[config.mk]
export PLATFORM = sky130hd
export DESIGN_NAME = keypad_scanner
export DESIGN_NICKNAME = d
export VERILOG_FILES = /design/src/rtl/keypad_scanner.sv
export SDC_FILE = /design/constraint.sdc
export NUM_CORES = 1
export LEC_CHECK = 0
export ABC_AREA = 1
export BUFFER_PORTS_ARGS = -buffer_cell sky130_fd_sc_hd__buf_2
export CORE_MARGIN = 2
export CORE_UTILIZATION = 33
export CTS_CLUSTER_SIZE = 16
export DETAILED_ROUTE_END_ITERATION = 8
export PLACE_DENSITY_LB_ADDON = 0.12
export SYNTH_ARGS = -nofsm -noshare
export SYNTH_HDL_FRONTEND = slang
export SYNTH_SLANG_ARGS = --single-unit
[constraint.sdc]
create_clock -name clk -period 3.7 [get_ports clk]
set_input_delay 0.185 -clock clk [delete_from_list [all_inputs] [get_ports clk]]
set_output_delay 0.185 -clock clk [all_outputs]
set_load 0.005 [all_outputs]
[src/rtl/keypad_scanner.sv]
module keypad_scanner #(
  parameter int NROW = 6,
  parameter int NCOL = 5,
  parameter int TW = 8,
  localparam int RSW = $clog2(NROW + 1),
  localparam int CSW = $clog2(NCOL + 1),
  localparam int RIW = (NROW > 1) ? $clog2(NROW) : 1,
  localparam int CIW = (NCOL > 1) ? $clog2(NCOL) : 1
) (
  input  logic            clk,
  input  logic            rst_n,
  input  logic            tick,
  input  logic            hw_scan_en,
  input  logic [RSW-1:0]  row_size,
  input  logic [CSW-1:0]  col_size,
  input  logic [TW-1:0]   debounce_lim,
  input  logic [TW-1:0]   scan_lim,
  input  logic [NCOL-1:0] manual_cols,
  input  logic            irq_en,
  input  logic            flag_rd,
  input  logic [NROW-1:0] row_n,
  output logic [NCOL-1:0] col_drv,
  output logic [RIW-1:0]  key_row,
  output logic [CIW-1:0]  key_col,
  output logic            key_flag,
  output logic            irq
);

  typedef enum logic [2:0] {S_IDLE, S_DBP, S_SCAN, S_WREL, S_DBR} st_t;

  st_t            state;
  logic [TW-1:0]  cnt;
  logic [CIW-1:0] scol;
  logic [RSW-1:0] nr_eff;
  logic [CSW-1:0] nc_eff;
  logic [NROW-1:0] row_en, row_hit;
  logic [NCOL-1:0] col_en;
  logic [RIW-1:0] low_row;
  logic [TW-1:0]  lim;
  logic           any_hit, wait_done, report;

  assign nr_eff = (row_size > RSW'(NROW)) ? RSW'(NROW) : row_size;
  assign nc_eff = (col_size > CSW'(NCOL)) ? CSW'(NCOL) : col_size;

  for (genvar g = 0; g < NROW; g++) begin : g_row
    assign row_en[g] = RSW'(g) < nr_eff;
  end
  for (genvar g = 0; g < NCOL; g++) begin : g_col
    assign col_en[g] = CSW'(g) < nc_eff;
    assign col_drv[g] = !hw_scan_en ? manual_cols[g]
                      : (state == S_SCAN) ? !(col_en[g] && CIW'(g) == scol)
                      : !col_en[g];
  end

  assign row_hit = ~row_n & row_en;
  assign any_hit = |row_hit;

  always_comb begin
    low_row = '0;
    for (int i = NROW - 1; i >= 0; i--)
      if (row_hit[i]) low_row = RIW'(i);
  end

  assign lim = (state == S_SCAN) ? scan_lim : debounce_lim;
  assign wait_done = tick && (({1'b0, cnt} + (TW+1)'(1)) >= {1'b0, lim});
  assign report = hw_scan_en && state == S_SCAN && wait_done && any_hit;
  assign irq = key_flag && irq_en;

  always_ff @(posedge clk) begin
    if (!rst_n || !hw_scan_en) begin
      state <= S_IDLE;
      cnt   <= '0;
      scol  <= '0;
    end else begin
      unique case (state)
        S_IDLE: if (any_hit) begin state <= S_DBP; cnt <= '0; end
        S_DBP: begin
          if (wait_done) begin
            cnt   <= '0;
            scol  <= '0;
            state <= any_hit ? S_SCAN : S_IDLE;
          end else if (tick) cnt <= cnt + 1'b1;
        end
        S_SCAN: begin
          if (wait_done) begin
            cnt <= '0;
            if (any_hit) state <= S_WREL;
            else if ((CSW'(scol) + CSW'(1)) >= nc_eff) state <= S_IDLE;
            else scol <= scol + 1'b1;
          end else if (tick) cnt <= cnt + 1'b1;
        end
        S_WREL: if (!any_hit) begin state <= S_DBR; cnt <= '0; end
        S_DBR: begin
          if (wait_done) begin
            cnt   <= '0;
            state <= any_hit ? S_WREL : S_IDLE;
          end else if (tick) cnt <= cnt + 1'b1;
        end
        default: state <= S_IDLE;
      endcase
    end
  end

  always_ff @(posedge clk) begin
    if (!rst_n) begin
      key_flag <= 1'b0;
      key_row  <= '0;
      key_col  <= '0;
    end else if (report) begin
      key_flag <= 1'b1;
      key_row  <= low_row;
      key_col  <= scol;
    end else if (flag_rd) begin
      key_flag <= 1'b0;
    end
  end

  p_scan_one_col_r5: assert property (@(posedge clk) disable iff (!rst_n)
    (hw_scan_en && state == S_SCAN) |-> $countones(~col_drv) == 1);

  p_bypass_idle_r9: assert property (@(posedge clk) disable iff (!rst_n)
    !hw_scan_en |=> state == S_IDLE);

  p_flag_from_scan_r6: assert property (@(posedge clk) disable iff (!rst_n)
    $rose(key_flag) |-> $past(state) == S_SCAN);

  p_read_clears_r7: assert property (@(posedge clk) disable iff (!rst_n)
    (flag_rd && state != S_SCAN) |=> !key_flag);

  p_release_path_r8: assert property (@(posedge clk) disable iff (!rst_n)
    (state == S_WREL) |=> (state == S_WREL || state == S_DBR || state == S_IDLE));

  p_idle_to_debounce_r4: assert property (@(posedge clk) disable iff (!rst_n)
    (hw_scan_en && state == S_IDLE) |=> (state == S_IDLE || state == S_DBP));

endmodule

==> impl_metrics.tcl <==
set metrics [dict create \
    post-place-ws_ns 1.10 \
    io_buffers 51 \
    diodes 0 \
    std_cell_rows 27 \
    post-dp-hpwl_um 3500 \
    track_usage 0.145 \
    wl_per_cell_um 11.1 \
    max_clock_freq_mhz 389 \
    synth_top_family_by_area "simple AND/OR/NAND/NOR gates" \
    yosys.area_share.simple 0.387 \
    antenna_found_initial 0 \
    synth.avg_cell_area_um2 7.09 \
    total_power_uw 818 \
    crit_path_end_kind "flip-flop" \
    synth.distinct_cells 38 \
    die_area_um2 6240 \
    rsz0062_at_grt "no" \
    hold_end "key_flag" \
    gp_congestion 0.829 \
    status "completed" \
    muxShareOfSynthArea 0.0377 \
    grt_overflow_total 0 \
    timing.rr.end "key_row[0]" \
    ys_warn_count 0 \
    die_h_um 79.0 \
    via_per_inst 4.63 \
    vias 1793 \
    final_nets 372 \
    post-route-worst-setup-slack_ns 1.13 \
    final_common_cell "nand2_1" \
    clock-sinks 21 \
    power_density_nw_per_um2 365 \
    clockBufferDepth 2 \
    cts_tree "yes" \
    clock_latency_ns 0.27 \
    drt-initial-drc-count 42 \
    grt_pass1_wl_um 7350 \
    cp-start-kind "flip-flop" \
    hold_buffers 0 \
    cts_root_buf "clkbuf_8" \
    arrival_ns 2.73 \
    synth_fp_nets 318 \
    most-common-layout-cells "nand2_1 (64), buf_2 (51), inv_1 (30), dfxtp_1 (21), nor2_1 (20)" \
    nFillCells 633 \
    cts_resized 0 \
    hold_viol 0 \
    hp-class "in2reg" \
    utilization 0.409 \
    initial_core_util 0.339 \
    ys_seq_elements 21 \
    slew_headroom 0.754 \
    power.leakage_nw 1.22 \
    multi_input_area_um2 1290 \
    clk_pin_slew_worst_paths_ns 0.08 \
    drive_gt1_frac 0.283 \
    critPathKind "reg2reg" \
    ir_worst_vdd_uv 187 \
    htreeDepth 1 \
    drc_errors 0 \
    synth_compound_area_frac 0.129 \
    ant_nets 0 \
    final-setup-viol-count 0 \
    period_share 0.695 \
    grt_pass1_vias 1628 \
    drt_pass1_iterations 4 \
    wirelength_um 4280 \
    yosysSeqAreaShare 0.226 \
    tns_ns 0 \
    syn_area_um2 1860 \
    hp-start "flag_rd" \
    cts_buffers 3 \
    maxCapViolCount 0 \
    syn_to_final_growth_pct 20.6 \
    die_x_um 79.0 \
    seqCellArea_um2 420 \
    netlist_instances 262 \
    drv_slew 0 \
    period_minus_slack_ns 2.57 \
    crit_path_max_fanout 17 \
    required_ns 3.86 \
    synthAdderAreaFrac 0.115 \
    regToRegStartpoint "state[0]" \
    fin_cells 387 \
    synth-xor-area-share 0.0283 \
    post-cts-setup-buffers 0 \
    fin_skew_ns 0.00794 \
    worstRegToRegCells 19 \
    r2r_slack_ns 1.13 \
    io_pins 52 \
    worstMarginPinSlew_ns 0.368 \
    holdPathStages 4 \
    grt_max_degree 18 \
    coreArea_um2 5470 \
    place_inst 383 \
]
[area by class of cell]
cell class / count / share of cell area
multi-input combinational: 204 / 0.578
clock buffer: 3 / 0.0184
tap: 72 / 0.0402
inverter: 35 / 0.0598
timing repair buffer: 51 / 0.114
clock inverter: 1 / 0.00223
sequential: 21 / 0.188
[cells by family after synthesis]
family | Yosys count
simple gates | 135
fa+ha+maj | 17
mux | 7
xor+xnor | 6
flops | 21
buf+inv | 37
compound gates | 39
[per-layer routing]
metal,up-vias,track usage,share of wire
met5,-,0,0
met4,0,0.0310,0.0047
met3,2,0.0307,0.048
met2,36,0.245,0.46
met1,786,0.191,0.49
li1,969,-,-
[cell usage after synthesis (all sizes together)]
library cell / count / area, µm²
xnor2: 2 / 17.5
o21a: 2 / 15.0
dfxtp: 21 / 420
nor3: 2 / 26.3
ha: 17 / 213
o21ai: 5 / 25.0
clkbuf: 1 / 3.75
or2: 2 / 17.5
mux2i: 7 / 70.1
nand3b: 1 / 7.51
o22ai: 1 / 6.26
o311ai: 1 / 8.76
inv: 35 / 134
a31oi: 3 / 18.8
a21o: 1 / 7.51
a21boi: 2 / 15.0
a41oi: 1 / 8.76
nor2: 31 / 186
xor2: 4 / 35.0
a22oi: 1 / 7.51
nand2: 73 / 317
a21oi: 21 / 120
buf: 1 / 5.00
nand4: 9 / 56.3
o211ai: 1 / 7.51
nand3: 17 / 108
[where the power goes]
group          internal, mW  switching (mW)
Sequential            0.241          0.0222
Combinational         0.144           0.257
Clock                0.0751          0.0788
[flip-flops by register name, summed over array words and instances (netlist names)]
register / count
cnt: 8
key_col: 3
key_row: 3
scol: 3
state: 3
key_flag: 1
[how the worst max path moves through the flow]
stage,start,endpoint,slack (ns),depth (start not counted)
CTS,state[0],key_row[2],1.09,20
floorplan,state[0],key_row[2],1.40,19
global placement,state[0],key_row[0],1.07,19
finish,state[0],key_row[0],1.13,19
detailed placement,state[0],key_row[2],1.10,20
global route,state[0],key_col[0],0.78,19
[critical path: stages (launching register included)]
cell and delay (ns):
dfxtp_1 0.45, nor2_2 0.08, nand2_4 0.24, inv_1 0.21
nand2_1 0.09, nand2_1 0.06, ha_1 0.27, inv_1 0.03
nand2_1 0.04, nand3_1 0.07, nand3_1 0.08, nand2_1 0.05
nand2_1 0.05, nand2_1 0.04, nand2_1 0.06, nand2_2 0.13
inv_1 0.25, nand2_4 0.12, nand2_1 0.08, a21oi_1 0.05
[metrics by stage]
step | cell area [µm²] | hold WS, ns
2_1_floorplan | 1860 | 0.348
3_5_place_dp | 2190 | 0.451
5_1_grt | 2240 | 0.187
4_1_cts | 2240 | 0.163
3_3_place_gp | 2190 | 0.446
6_report | 2240 | 0.162
(Power assumes the default switching activity.)
